==> src/rtl/rcc_pkg.sv <==
package rcc_pkg;
  localparam int unsigned NSRC   = 7;
  localparam int unsigned FLAG_W = 7;

  // arbitration index, lowest wins
  localparam int unsigned IDX_SUP   = 0;
  localparam int unsigned IDX_PIN   = 1;
  localparam int unsigned IDX_MCD   = 2;
  localparam int unsigned IDX_WDOG  = 3;
  localparam int unsigned IDX_CMP   = 4;
  localparam int unsigned IDX_FLASH = 5;
  localparam int unsigned IDX_SW    = 6;

  // register bit positions (software decodes these)
  localparam int unsigned BIT_PIN   = 0;
  localparam int unsigned BIT_SUP   = 1;
  localparam int unsigned BIT_MCD   = 2;
  localparam int unsigned BIT_WDOG  = 3;
  localparam int unsigned BIT_SW    = 4;
  localparam int unsigned BIT_CMP   = 5;
  localparam int unsigned BIT_FLASH = 6;

  function automatic int unsigned flag_pos(input int unsigned idx);
    case (idx)
      IDX_SUP:   return BIT_SUP;
      IDX_PIN:   return BIT_PIN;
      IDX_MCD:   return BIT_MCD;
      IDX_WDOG:  return BIT_WDOG;
      IDX_CMP:   return BIT_CMP;
      IDX_FLASH: return BIT_FLASH;
      default:   return BIT_SW;
    endcase
  endfunction
endpackage

==> src/rtl/rcc_src_arbiter.sv <==
module rcc_src_arbiter #(
  parameter int unsigned N = 7
) (
  input  logic [N-1:0] req_i,
  output logic [N-1:0] grant_o,
  output logic         any_o
);
  logic [N:0] seen;

  assign seen[0] = 1'b0;
  for (genvar i = 0; i < N; i++) begin : g_prio
    assign grant_o[i]  = req_i[i] & ~seen[i];
    assign seen[i+1]   = seen[i] | req_i[i];
  end
  assign any_o = seen[N];
endmodule

==> src/rtl/rcc_cfg_regs.sv <==
module rcc_cfg_regs
  import rcc_pkg::*;
#(
  parameter int unsigned AW             = 8,
  parameter int unsigned DW             = 8,
  parameter logic [AW-1:0] ADDR         = 8'hEF,
  parameter logic        SUP_EN_DEFAULT = 1'b1
) (
  input  logic          clk_i,
  input  logic          rst_ni,
  input  logic          wr_i,
  input  logic [AW-1:0] addr_i,
  input  logic [DW-1:0] wdata_i,
  input  logic          blocked_i,
  output logic          en_cmp_o,
  output logic          en_mcd_o,
  output logic          en_sup_o,
  output logic          sw_req_o
);
  logic hit;
  logic unused_wbits;

  assign hit      = wr_i && (addr_i == ADDR) && !blocked_i;
  assign sw_req_o = hit && wdata_i[BIT_SW];
  assign unused_wbits = ^{wdata_i[DW-1:BIT_FLASH], wdata_i[BIT_WDOG], wdata_i[BIT_PIN]};

  // whole-value write, no read-modify-write
  always_ff @(posedge clk_i or negedge rst_ni) begin
    if (!rst_ni) begin
      en_cmp_o <= 1'b0;
      en_mcd_o <= 1'b0;
      en_sup_o <= SUP_EN_DEFAULT;
    end else if (hit) begin
      en_cmp_o <= wdata_i[BIT_CMP];
      en_mcd_o <= wdata_i[BIT_MCD];
      en_sup_o <= wdata_i[BIT_SUP];
    end
  end

  p_keep_enables_r8: assert property (@(posedge clk_i) disable iff (!rst_ni)
    !hit |=> ($stable(en_cmp_o) && $stable(en_mcd_o) && $stable(en_sup_o)));

  p_blocked_write_r12: assert property (@(posedge clk_i) disable iff (!rst_ni)
    blocked_i |-> !sw_req_o);
endmodule

==> src/rtl/rcc_hold_timer.sv <==
module rcc_hold_timer #(
  parameter int unsigned HOLD = 16
) (
  input  logic clk_i,
  input  logic rst_ni,
  input  logic trig_i,
  output logic active_o
);
  localparam int unsigned CW = $clog2(HOLD + 1);
  localparam logic [CW-1:0] LOAD = CW'(HOLD);

  logic [CW-1:0] cnt_q;

  always_ff @(posedge clk_i or negedge rst_ni) begin
    if (!rst_ni)             cnt_q <= LOAD;
    else if (trig_i)         cnt_q <= LOAD;
    else if (cnt_q != '0)    cnt_q <= cnt_q - 1'b1;
  end

  assign active_o = (cnt_q != '0);

  initial begin
    assert (HOLD >= 1) else $error("HOLD must be at least 1");
  end

  p_trig_asserts_r9: assert property (@(posedge clk_i) disable iff (!rst_ni)
    trig_i |=> active_o);

  p_hold_countdown_r9: assert property (@(posedge clk_i) disable iff (!rst_ni)
    (!trig_i && cnt_q != '0) |=> (cnt_q == $past(cnt_q) - 1'b1));
endmodule

==> src/rtl/reset_cause_unit.sv <==
module reset_cause_unit
  import rcc_pkg::*;
#(
  parameter logic [7:0]  ADDR           = 8'hEF,
  parameter int unsigned HOLD_CYCLES    = 16,
  parameter logic        POR_FLAG_FILL  = 1'b0,
  parameter logic        SUP_EN_DEFAULT = 1'b1
) (
  input  logic       clk_i,
  input  logic       rst_ni,
  input  logic       sup_req_i,
  input  logic       pin_req_i,
  input  logic       mcd_req_i,
  input  logic       wdog_req_i,
  input  logic       cmp_req_i,
  input  logic       flash_req_i,
  input  logic       bus_wr_i,
  input  logic [7:0] bus_addr_i,
  input  logic [7:0] bus_wdata_i,
  output logic [7:0] bus_rdata_o,
  output logic       sys_rst_o
);
  localparam int unsigned AW = 8;
  localparam int unsigned DW = 8;

  logic                en_cmp, en_mcd, en_sup, sw_req;
  logic [NSRC-1:0]     req_vec, grant;
  logic                any_req;
  logic [FLAG_W-1:0]   flags_q, flags_d, por_pattern;

  rcc_cfg_regs #(
    .AW(AW), .DW(DW), .ADDR(ADDR), .SUP_EN_DEFAULT(SUP_EN_DEFAULT)
  ) i_cfg (
    .clk_i     (clk_i),
    .rst_ni    (rst_ni),
    .wr_i      (bus_wr_i),
    .addr_i    (bus_addr_i),
    .wdata_i   (bus_wdata_i),
    .blocked_i (sys_rst_o),
    .en_cmp_o  (en_cmp),
    .en_mcd_o  (en_mcd),
    .en_sup_o  (en_sup),
    .sw_req_o  (sw_req)
  );

  always_comb begin
    req_vec            = '0;
    req_vec[IDX_SUP]   = sup_req_i & en_sup;
    req_vec[IDX_PIN]   = pin_req_i;
    req_vec[IDX_MCD]   = mcd_req_i & en_mcd;
    req_vec[IDX_WDOG]  = wdog_req_i;
    req_vec[IDX_CMP]   = cmp_req_i & en_cmp;
    req_vec[IDX_FLASH] = flash_req_i;
    req_vec[IDX_SW]    = sw_req;
  end

  rcc_src_arbiter #(.N(NSRC)) i_arb (
    .req_i   (req_vec),
    .grant_o (grant),
    .any_o   (any_req)
  );

  always_comb begin
    por_pattern          = {FLAG_W{POR_FLAG_FILL}};
    por_pattern[BIT_SUP] = 1'b1;
  end

  always_comb begin
    flags_d = grant[IDX_SUP] ? por_pattern : '0;
    for (int unsigned s = 1; s < NSRC; s++) begin
      flags_d[flag_pos(s)] = flags_d[flag_pos(s)] | grant[s];
    end
  end

  always_ff @(posedge clk_i or negedge rst_ni) begin
    if (!rst_ni)      flags_q <= por_pattern;
    else if (any_req) flags_q <= flags_d;
  end

  rcc_hold_timer #(.HOLD(HOLD_CYCLES)) i_hold (
    .clk_i    (clk_i),
    .rst_ni   (rst_ni),
    .trig_i   (any_req),
    .active_o (sys_rst_o)
  );

  assign bus_rdata_o = (bus_addr_i == ADDR) ? {1'b0, flags_q} : '0;

  p_bit7_zero_r2: assert property (@(posedge clk_i) disable iff (!rst_ni)
    !bus_rdata_o[7]);

  p_idle_flags_r3: assert property (@(posedge clk_i) disable iff (!rst_ni)
    !any_req |=> $stable(flags_q));

  p_cmp_masked_r5: assert property (@(posedge clk_i) disable iff (!rst_ni)
    !en_cmp |-> !grant[IDX_CMP]);

  p_mcd_masked_r6: assert property (@(posedge clk_i) disable iff (!rst_ni)
    !en_mcd |-> !grant[IDX_MCD]);

  p_sw_flag_r4: assert property (@(posedge clk_i) disable iff (!rst_ni)
    (sw_req && req_vec[NSRC-2:0] == '0) |=> (flags_q[BIT_SW] && sys_rst_o));

  if (POR_FLAG_FILL == 1'b0) begin : g_onehot_chk
    p_single_cause_r10: assert property (@(posedge clk_i) disable iff (!rst_ni)
      $onehot(flags_q));
  end
endmodule

==> config.mk <==
export PLATFORM = sky130hd
export DESIGN_NAME = reset_cause_unit
export DESIGN_NICKNAME = d
export VERILOG_FILES = /design/src/rtl/rcc_pkg.sv /design/src/rtl/rcc_src_arbiter.sv /design/src/rtl/rcc_cfg_regs.sv /design/src/rtl/rcc_hold_timer.sv /design/src/rtl/reset_cause_unit.sv
export SDC_FILE = /design/constraint.sdc
export NUM_CORES = 1
export LEC_CHECK = 0
export BUFFER_PORTS_ARGS = -buffer_cell sky130_fd_sc_hd__buf_4
export CAP_MARGIN = 20
export CORE_ASPECT_RATIO = 1.1
export CORE_MARGIN = 3
export CORE_UTILIZATION = 47
export CTS_CLUSTER_SIZE = 28
export DETAILED_ROUTE_END_ITERATION = 6
export HOLD_SLACK_MARGIN = 0.08
export PLACE_DENSITY_LB_ADDON = 0.05
export SLEW_MARGIN = 20
export SYNTH_ARGS = -nofsm -noshare
export SYNTH_HDL_FRONTEND = slang
export SYNTH_HIERARCHICAL = 1
export SYNTH_SLANG_ARGS = --single-unit
==> constraint.sdc <==
create_clock -name clk_i -period 2.8 [get_ports clk_i]
set_input_delay 0 -clock clk_i [delete_from_list [all_inputs] [get_ports clk_i]]
set_output_delay 0 -clock clk_i [all_outputs]
set_load 0.03 [all_outputs]
# After elaboration in Yosys (flattened, before gate mapping)
# Cells that the tools add are included.
# W data, S select, Z words.
[totals]
inputBits = 25
ff_bits = 15
out_inout_bits = 9
[op_classes]
addsub = 1
bitwise = 27
mux = 4
n_eq_ne = 1
n_reduce_logical = 6
[ops]
columns = ["op", "count"]
rows = [
  ["$mux W5", 2],
  ["$and A1 B1 Y1", 9],
  ["$eq A8 B8 Y1 const B", 1],
  ["$mux W7", 1],
  ["$or A1 B1 Y1", 7],
  ["$not A1 Y1", 6],
  ["$or A1 B1 Y1 const A", 5],
  ["$reduce_bool A5 Y1", 1],
  ["$sub A5 B1 Y5 const B", 1],
  ["$logic_and A1 B1 Y1", 3],
  ["$mux W2", 1],
  ["$reduce_bool A2 Y1", 1],
  ["$logic_not A1 Y1", 1],
]

# Depth between registers and ports, before layout
# Gate-level depths: netlist of the first run.
[logic_depth]
depth_word = 9
ltp_mapped = 11

# By module
# The synthesis of the first run kept the hierarchy.
[modules_own_cells]
columns = ["mod", "area_each_um2", "cells_per_inst", "seq_area_each_um2", "instances"]
rows = [
  ["reset_cause_unit", 381.6, 43, 176.4, 1],
  ["rcc_hold_timer", 262.8, 25, 126.4, 1],
  ["rcc_cfg_regs", 148.9, 11, 76.3, 1],
  ["rcc_src_arbiter", 72.6, 10, 0.0, 1],
]

# Worst setup path before layout of the first run
# Ideal clock, no wire load.
[synth_timing]
path_type = "reg2reg"
from = "register i_hold.cnt_q[0]"
to = "register flags_q[6]"
setup_slack_ns = 0.306
period_less_slack_ns = 2.494
t_arrival_ns = 2.367
path_stages_with_launch = 11
path_buffers = 2
cell_sequence = "dfrtp_1 -> inv_1 -> ha_1 -> or4b_4 -> buf_6 -> nand4b_1 -> nor3_2 -> and2_2 -> or4_1 -> buf_4 -> o21ai_0"
[synth_between]
elab_chain_len = 5
[synth_rtl]
columns = ["element", "line", "source"]
rows = [
  ["from (decl)", "rcc_hold_timer.sv:12", "logic [CW-1:0] cnt_q;"],
  ["from (signal assigned)", "rcc_hold_timer.sv:17", "else if (cnt_q != '0) cnt_q <= cnt_q - 1'b1;"],
  ["$reduce_bool A5 Y1", "rcc_hold_timer.sv:20", "assign active_o = (cnt_q != '0);"],
  ["via sys_rst_o", "reset_cause_unit.sv:21", "output logic sys_rst_o"],
  ["$logic_not A1 Y1", "rcc_cfg_regs.sv:23", "assign hit = wr_i && (addr_i == ADDR) && !blocked_i;"],
  ["$logic_and A1 B1 Y1", "rcc_cfg_regs.sv:23", ""],
  ["$logic_and A1 B1 Y1", "rcc_cfg_regs.sv:24", "assign sw_req_o = hit && wdata_i[BIT_SW];"],
  ["via req_vec[6]", "reset_cause_unit.sv:27", "logic [NSRC-1:0] req_vec, grant;"],
  ["$or A1 B1 Y1", "rcc_src_arbiter.sv:13", "assign seen[i+1] = seen[i] | req_i[i];"],
  ["via any_req", "reset_cause_unit.sv:28", "logic any_req;"],
  ["to (signal assigned)", "reset_cause_unit.sv:76", "if (!rst_ni) flags_q <= por_pattern;"],
  ["to (signal assigned)", "reset_cause_unit.sv:77", "else if (any_req) flags_q <= flags_d;"],
  ["to (decl)", "reset_cause_unit.sv:29", "logic [FLAG_W-1:0] flags_q, flags_d, por_pattern;"],
]
# The timed path passes the listed nets, and every way through them passes these cells.
# A chain may end at the register's enable or synchronous reset.

# Worst setup path in the final report of the first run
[layout_timing]
from = "register i_hold.cnt_q[0]"
to = "register flags_q[3]"
[layout_between]
elab_chain_len = 5
[layout_rtl]
columns = ["element", "line"]
rows = [
  ["$reduce_bool A5 Y1", "rcc_hold_timer.sv:20"],
  ["$logic_not A1 Y1", "rcc_cfg_regs.sv:23"],
  ["$logic_and A1 B1 Y1", "rcc_cfg_regs.sv:23"],
  ["$logic_and A1 B1 Y1", "rcc_cfg_regs.sv:24"],
  ["via req_vec[6]", "reset_cause_unit.sv:27"],
  ["$or A1 B1 Y1", "rcc_src_arbiter.sv:13"],
  ["via any_req", "reset_cause_unit.sv:28"],
]
# The timed path passes the listed nets, and every way through them passes these cells.

==> metrics, run 1 <==
status completed; number of flops mapped to enable cells by yosys 0; Placed Instance Area 0.00108 mm^2; Max stage delay on crit path 0.53 ns; Post-CTS Setup Bufs 0; initial antenna violation count 0; XOR/XNOR Fraction of Synth Area 0.0101; HPWL Detailed 1390 um; initial drt markers 23; RSZ-0062 raised after global routing false; critical path class reg -> reg; routed via count 747; post-synthesis adder-cell area fraction 0.0145; synthesis-to-finish area growth 34.5%; crit-path cells inv_1 > ha_1 > or4b_4 > nand4b_1 > nor3_2 > and2_2 > or4_1 > buf_4 > nand2_1 > o21ai_0; simple-gate share of the synthesized area 0.322; cell area after synthesis 866 um^2; CP required 2.99 ns; Total Routing Usage GR 0.172; Chip Height 51.0 um; area leader, netlist dfrtp_1; Buffers & Inverters on Critical Path 2; Die ar. 0.00239 mm^2; Pwr Total 422 uW; vias in the first global route 735; Core Box Area 0.00165 mm^2; Max Slew Vio Count 0; max_cap viols 0; end of the worst register-to-register path flags_q[3]; Port Buffers 28; largest family of logic cells by synthesized area simple AND/OR/NAND/NOR gates; Setup Viol. Count Final 0; post-route cell area 0.00116 mm^2; Synthesis Warnings 6; H-tree depth 1; Max Clock Freq 0.422 GHz; Root Buffer clkbuf_4; Hold Path Origin wdog_req_i; remaining global-route overflow 0; Worst Hold Class in -> reg; first-pass GRT wire length 2930 um; clock sinks 15; critical path's top delay family simple AND/OR/NAND/NOR gates; Synth top cells by count 12 x dfrtp_1, 11 x inv_1, 10 x nand2_1, 7 x nor3_1; worst IR drop on VDD 234 uV; CTS Buf Count 3; Syn Area/Cell 9.73 um^2; fin crit share 0.847; final-report hold violation count 0; starting density of the core 0.524; FILL cells 128; Mapped Cells 89; layout cells sized above 1 0.368; final wirelength 1800 um; ant diodes 0; share of the synthesized area in the top cell type 0.347; Clock Latency Late Sink 0.28 ns; RR Startpoint i_hold/cnt_q[0]; worst min-delay path endpoint flags_q[5]; startpoint types flip-flop; row count 15; Routed Antenna Nets 0; CTS tree done; Final GP Congestion 0.720; top post-synthesis cells by area dfrtp_1 35%, dfstp_2 9.1%, inv_1 4.8%, nand2_1 4.3%, nor3_1 4.0%; Clock Tree Buf Depth 2; most frequent cell after synthesis dfrtp_1; via/cell ratio 5.26; asr flop ratio synth 1.00; minimum clock period after layout 2.37 ns; Max Clock Skew 0.00517 ns; sequential share of the synthesized area 0.438; synth unique cells 33; ys flop type dfrtp_1; worst-path maximum fanout 19; WP data arrival 2.56 ns; Pleak 0.545 nW; Cell Pwr Density 363 mW/mm^2; pin count of the biggest net entering global routing 20; setup TNS 0 ns; compound-gate portion of the synthesized area 0.0853; Hold Path Depth 5; DRT Pass-1 Iters 4; Routed wire per std cell 12.7 um; Die Span X 46.9 um; clk slew on worst S/H paths 0.09 ns; CP Capture Type flip-flop; cells on worst reg2reg path 10; Critical-path top delay cell or4b_4; fin nets 152; drt drc 0; post-synthesis mux area share 0.0390; Yosys reg bits 15; io pins 34; syn nets 115; Reg2Reg Setup Slack 0.43 ns
## area by class of cell
| cell class | count | area, um^2 | share of cell area |
|---|---|---|---|
| flip-flops and latches | 15 | 379 | 0.325 |
| inverters | 11 | 41.3 | 0.0354 |
| well taps | 17 | 21.3 | 0.0183 |
| clock buffers | 4 | 26.3 | 0.0226 |
| repair buffers | 36 | 285 | 0.245 |
| multi-input cells | 59 | 412 | 0.353 |
## per-stage QoR
| stage | hold WS (ns) | std cells | utilization | setup WS, ns |
|---|---|---|---|---|
| floorplan | -0.296 | 89 | - | 0.306 |
| CTS | 0.0907 | 142 | 0.705 | 0.430 |
| detailed placement | -0.138 | 132 | 0.653 | 0.462 |
| global route | 0.108 | 142 | 0.705 | 0.265 |
| finish | 0.116 | 142 | 0.705 | 0.428 |
| global placement | -0.137 | 132 | 0.653 | 0.470 |
## flip-flops by register name, indices dropped and copies added, names as in the netlist
signal          cells
flags_q             7
i_cfg/en_cmp_o      1
i_cfg/en_mcd_o      1
i_hold/cnt_q        5
i_cfg/en_sup_o      1
## placed cells by master (no fill, tap or decap), drive strengths merged
master	count
buf	30
dfrtp	12
inv	11
nand2	10
nor3	8
o21ai	7
dlygate4sd3	6
nor2	4
and2	4
clkbuf	4
dfstp	3
mux2	3
nand4b	3
nor4b	2
nor3b	2
a21oi	2
or4	2
nand4	1
conb	1
nor2b	1
or4b	1
a211oi	1
a21o	1
xnor2	1
or3	1
a211o	1
or2b	1
nand3b	1
ha	1
## repair_timing
action,CTS,global route
resized for setup,0,0
endpoints found under the hold margin,21,0
hold buffers,6,0
## how the worst max path moves through the flow
stage / startpoint / endpoint / slack (ns) / depth (start not counted)
floorplan: i_hold/cnt_q[0] / flags_q[6] / 0.31 / 10
global placement: i_hold/cnt_q[0] / flags_q[3] / 0.47 / 9
detailed placement: i_hold/cnt_q[0] / flags_q[3] / 0.46 / 9
CTS: i_hold/cnt_q[0] / flags_q[3] / 0.43 / 10
global route: i_hold/cnt_q[0] / flags_q[4] / 0.26 / 10
finish: i_hold/cnt_q[0] / flags_q[3] / 0.43 / 10
## layer usage
| metal | global-route usage | wire length [um] |
|---|---|---|
| met3 | 0.0563 | 97 |
| met1 | 0.171 | 707 |
| met2 | 0.312 | 981 |
| met5 | 0 | 0 |
| met4 | 0.0691 | 13 |
## worst register-to-register path: cells and delay by family (launching register included)
| kind | cells | cell delay (ns) |
|---|---|---|
| buffers and inverters | 2 | 0.28 |
| AOI/OAI and AO/OA | 1 | 0.08 |
| and+or+nand+nor | 6 | 1.30 |
| adders and majority gates | 1 | 0.22 |
| DFF | 1 | 0.41 |
## power by group
| part | leakage, nW | switching (mW) | internal [mW] |
|---|---|---|---|
| clock | 0.0150 | 0.0665 | 0.0552 |
| sequential | 0.194 | 0.00341 | 0.223 |
| combinational | 0.336 | 0.0337 | 0.0402 |
## cell families (layout without fill, tap and decap cells)
kind of cell / count (synthesis) / in the layout
buffers and inverters: 15 / 51
muxes: 3 / 3
xor gates and xnor gates: 1 / 1
AOI/OAI and AO/OA: 12 / 12
DFF: 15 / 15
adders and majority gates: 1 / 1
other: 1 / 1
and+or+nand+nor: 41 / 41
Note: power is estimated with default switching activity, not from simulation.
==> run 2: changes to the inputs <==
--- a/config.mk
+++ b/config.mk
@@ -9,7 +9,7 @@
 export CAP_MARGIN = 20
 export CORE_ASPECT_RATIO = 1.1
 export CORE_MARGIN = 3
-export CORE_UTILIZATION = 47
+export CORE_UTILIZATION = 42
 export CTS_CLUSTER_SIZE = 28
 export DETAILED_ROUTE_END_ITERATION = 6
 export HOLD_SLACK_MARGIN = 0.08
==> constraint.sdc (replaced) <==
create_clock -name clk_i -period 2.1 [get_ports clk_i]
set_input_delay 0 -clock clk_i [delete_from_list [all_inputs] [get_ports clk_i]]
set_output_delay 0 -clock clk_i [all_outputs]
set_load 0.03 [all_outputs]
==> metrics, run 2 (synthesis results as in run 1) <==
status complete, but fails checks; failing checks negative setup slack; Die ar. 0.00264 mm^2; CTS tree done; via/cell ratio 4.97; Chip Height 53.6 um; pin count of the biggest net entering global routing 16; setup TNS -0.00384 ns; final-report hold violation count 0; Total Routing Usage GR 0.160; Placed Instance Area 0.00111 mm^2; post-route cell area 0.00125 mm^2; RSZ-0062 raised after global routing true; CTS Buf Count 3; H-tree depth 1; Max Clock Skew 0.00671 ns; fin nets 158; Largest register FFs 7; leading cell types in the layout, fill and taps excluded 34 x buf_4, 12 x dfrtp_1, 11 x inv_1, 9 x nand2_1, 7 x nor3_1; most flop-heavy register flags_q; crit-path cells and2_1 > or4_4 > or4_2 > nand2_1 > o21ai_0; remaining global-route overflow 0; final worst slack -0.00384 ns; Worst Hold Class in -> async; worst IR drop on VDD 357 uV; minimum clock period after layout 2.10 ns; Pleak 0.573 nW; Critical-path top delay cell or4_2; initial antenna violation count 0; synthesis-to-finish area growth 44.9%; max_cap viols 0; ant diodes 0; HPWL Detailed 1350 um; row count 16; startpoint types flip-flop; layout cells sized above 1 0.427; Setup Viol. Count Final 1; Max Clock Freq 0.475 GHz; clock sinks 15; Clock Latency Late Sink 0.28 ns; Clock Tree Buf Depth 2; Die Span X 49.3 um; most common cell after layout, fill and taps aside buf_4; DRT Pass-1 Iters 4; CP required 2.27 ns; worst-path maximum fanout 6; Regs by FF count flags_q (7), i_hold/cnt_q (5); initial drt markers 11; first-pass GRT wire length 3210 um; Routed Antenna Nets 0; Root Buffer clkbuf_4; Max stage delay on crit path 0.70 ns; vias in the first global route 726; Port Buffers 28; drt drc 0; final wirelength 1960 um; Core Box Area 0.00186 mm^2; starting density of the core 0.465; Cell Pwr Density 466 mW/mm^2; clk slew on worst S/H paths 0.10 ns; WP data arrival 2.27 ns; Routed wire per std cell 12.4 um; Max Slew Vio Count 0; io pins 34; Final GP Congestion 0.708; CP Capture Type flip-flop; fin crit share 1.00; routed via count 786; critical path class reg -> reg
[run 2: what timing repair did]
action                                  4_1_cts  5_1_grt
cloned                                        1        1
resized for setup                             2        4
endpoints found under the setup margin       10       15
buffers inserted                              0        2
pin swaps                                     2        1
endpoints found under the hold margin        23        0
hold buffers                                  6        0
[run 2: per-stage QoR]
stage               hold WS [ns]  worst slack, ns  total power [mW]  cells   util
floorplan                 -0.296           -0.265             0.354     89      -
global placement          -0.132          0.00283             0.401    144  0.598
detailed placement        -0.135          -0.0358             0.403    144  0.598
CTS                       0.0979           0.0182             0.584    155  0.654
global route               0.107           -0.128             0.615    158  0.674
finish                    0.0934         -0.00384             0.584    158  0.674
[run 2: path summary, 6_finish.rpt]
path	start	endpoint	slack (ns)	depth (start not counted)
min in group clk_i	wdog_req_i	flags_q[3]	0.11	4
max reg2reg	i_cfg/en_sup_o	flags_q[6]	-0.004	5
max	i_cfg/en_sup_o	flags_q[6]	-0.004	5
min	rst_ni	flags_q[2]	0.09	2
max in group asynchronous	rst_ni	i_hold/cnt_q[4]	1.76	2
min reg2reg	flags_q[1]	flags_q[1]	0.50	2
[run 2: critical path: cells and delay by family, from the launching register on]
kind | cells | cell delay [ns]
and+or+nand+nor | 4 | 1.54
DFF | 1 | 0.38
AOI/OAI and AO/OA | 1 | 0.07
[run 2: final cells by class]
| cell class | instances | area (um^2) |
|---|---|---|
| Clock buffer | 4 | 26.3 |
| Fill cell | 159 | 607 |
| Inverter | 11 | 41.3 |
| Multi-Input combinational cell | 61 | 459 |
| Sequential cell | 15 | 379 |
| Tap cell | 27 | 33.8 |
| Timing Repair Buffer | 40 | 315 |
[run 2: power by group]
part           internal, mW  switching (mW)  leakage, nW  total [mW]
clock network        0.0737          0.0971       0.0150       0.171
logic                0.0617          0.0494        0.364       0.111
registers             0.298         0.00446        0.194       0.302
total                 0.433           0.151        0.573       0.584
[run 2: metal layers]
layer / track usage / up-vias / share of wire
li1: - / 393 / -
met1: 0.223 / 361 / 0.47
met2: 0.243 / 28 / 0.46
met3: 0.0277 / 4 / 0.063
met4: 0.0711 / 0 / 0.0087
met5: 0 / - / 0
==> run 3: changes to the inputs <==
--- a/config.mk
+++ b/config.mk
@@ -9,7 +9,8 @@
 export CAP_MARGIN = 20
 export CORE_ASPECT_RATIO = 1.1
 export CORE_MARGIN = 3
-export CORE_UTILIZATION = 42
+export CORE_UTILIZATION = 44
+export CTS_BUF_LIST = sky130_fd_sc_hd__clkbuf_8
 export CTS_CLUSTER_SIZE = 28
 export DETAILED_ROUTE_END_ITERATION = 6
 export HOLD_SLACK_MARGIN = 0.08
==> metrics, run 3 (synthesis results as in run 1) <==
io pins 34; most flop-heavy register flags_q; Final GP Congestion 0.813; hold_ws 0.145 ns; post-route cell area 0.00129 mm^2; Largest register FFs 7; Worst Hold Class in -> async; Port Buffers 28; worst-path maximum fanout 5; Setup Viol. Count Final 5; HPWL Detailed 1450 um; CP required 2.24 ns; Max Clock Skew 0.00256 ns; initial antenna violation count 0; routed via count 777; GRT met2 Usage 0.315; met3 usage 0.0378; Chip Height 52.5 um; layout cells sized above 1 0.450; remaining global-route overflow 0; CTS tree done; ant diodes 0; Routed wire per std cell 12.9 um; gr busiest metal met2; fin crit share 1.02; Max Slew Vio Count 0; status complete, but fails checks; worst IR drop on VDD 339 uV; first-pass GRT wire length 3310 um; vias in the first global route 776; Pleak 0.585 nW; initial drt markers 4; drt drc 0; Core Box Area 0.00182 mm^2; Cell Pwr Density 504 mW/mm^2; met1 Resource Use GR 0.227; H-tree depth 1; minimum clock period after layout 2.14 ns; fin nets 158; WP data arrival 2.27 ns; Root Buffer clkbuf_8; CTS Buf Count 3; Clock Latency Late Sink 0.24 ns; Die Span X 48.3 um; Routed Antenna Nets 0; via/cell ratio 4.92; row count 16; Placed Instances 146; synthesis-to-finish area growth 49.1%; CP Capture Type flip-flop; Post-CTS Setup Bufs 0; clock sinks 15; non-filler cells, final 158; DRT Pass-1 Iters 4; most common cell after layout, fill and taps aside buf_4; failing checks negative setup slack; Total Routing Usage GR 0.188; Regs by FF count flags_q (7), i_hold/cnt_q (5); pin count of the biggest net entering global routing 16; FILL cells 138; RSZ-0062 raised after global routing true; Max Clock Freq 0.468 GHz; Die ar. 0.00254 mm^2; Clock Tree Buf Depth 2; leading cell types in the layout, fill and taps excluded 34 x buf_4, 12 x dfrtp_1, 11 x inv_1, 9 x nand2_1, 7 x nor3_1; final worst slack -0.0370 ns; startpoint types flip-flop; final wirelength 2040 um; max_cap viols 0; starting density of the core 0.475; final core utilization 0.709; Placed Instance Area 0.00113 mm^2; final-report hold violation count 0; clk slew on worst S/H paths 0.06 ns; critical path class reg -> reg
-- run 3: cell count changes in the layout (fill, tap and decap cells not counted) --
cell	delta
a21oi_1	-1
a21oi_2	+1
clkbuf_1	-1
clkbuf_4	-3
clkbuf_8	+3
clkinv_2	+1
nor4b_2	-1
nor4b_4	+1
o21ai_0	-3
o21ai_1	+2
o21ai_2	+1
-- run 3: power by group --
group | switching, mW | internal, mW
Combinational | 0.0524 | 0.0620
Sequential | 0.00377 | 0.298
Clock | 0.103 | 0.131
Total | 0.159 | 0.491
-- run 3: critical path: stages (launching register included) --
cell	delay, ns
dfrtp_1	0.34
inv_1	0.05
ha_2	0.17
or4b_4	0.21
nand4b_1	0.13
nor3_2	0.07
and2_4	0.17
or4_2	0.73
nand2_1	0.11
o21ai_1	0.06
-- run 3: repair_timing --
action                                 4_1_cts  5_1_grt
endpoints found under the hold margin       21        0
setup endpoints to repair                   13       14
gates cloned                                 1        1
pin swaps                                    3        6
gates resized for setup                      4        8
hold buffers                                 6        0
-- run 3: final cells by class --
type	instances	area (um^2)	share of cell area
multi-input cells	61	475	0.368
flip-flops and latches	15	379	0.294
repair buffers	40	315	0.244
clock buffers	3	41.3	0.0320
inverters	11	41.3	0.0320
well taps	27	33.8	0.0262
clock inverters	1	5.00	0.00388
-- run 3: path summary, 6_finish.rpt --
| path | depth (start not counted) | startpoint | endpoint | slack, ns |
|---|---|---|---|---|
| min in group clk_i | 4 | wdog_req_i | flags_q[3] | 0.15 |
| max in group asynchronous | 2 | rst_ni | i_cfg/en_sup_o | 1.71 |
| hold reg to reg | 2 | flags_q[1] | flags_q[1] | 0.50 |
| hold / removal | 2 | rst_ni | flags_q[2] | 0.14 |
| setup / recovery | 9 | i_hold/cnt_q[0] | flags_q[0] | -0.04 |
| setup reg to reg | 9 | i_hold/cnt_q[0] | flags_q[0] | -0.04 |
-- run 3: layer usage --
layer  vias to the layer above  share of wire  wire length (um)
met3                         2          0.045                91
met4                         0         0.0064                13
met2                        22           0.52              1060
met5                         -              0                 0
met1                       358           0.43               868
li1                        395              -                 -
-- run 3: per-stage QoR --
stage / TNS (ns) / setup WS, ns / power (mW)
floorplan: -2.50 / -0.265 / 0.354
global placement: -0.127 / -0.0434 / 0.403
detailed placement: -0.239 / -0.0510 / 0.406
CTS: 0 / 0.0144 / 0.651
global route: -0.826 / -0.105 / 0.682
finish: -0.0776 / -0.0370 / 0.650
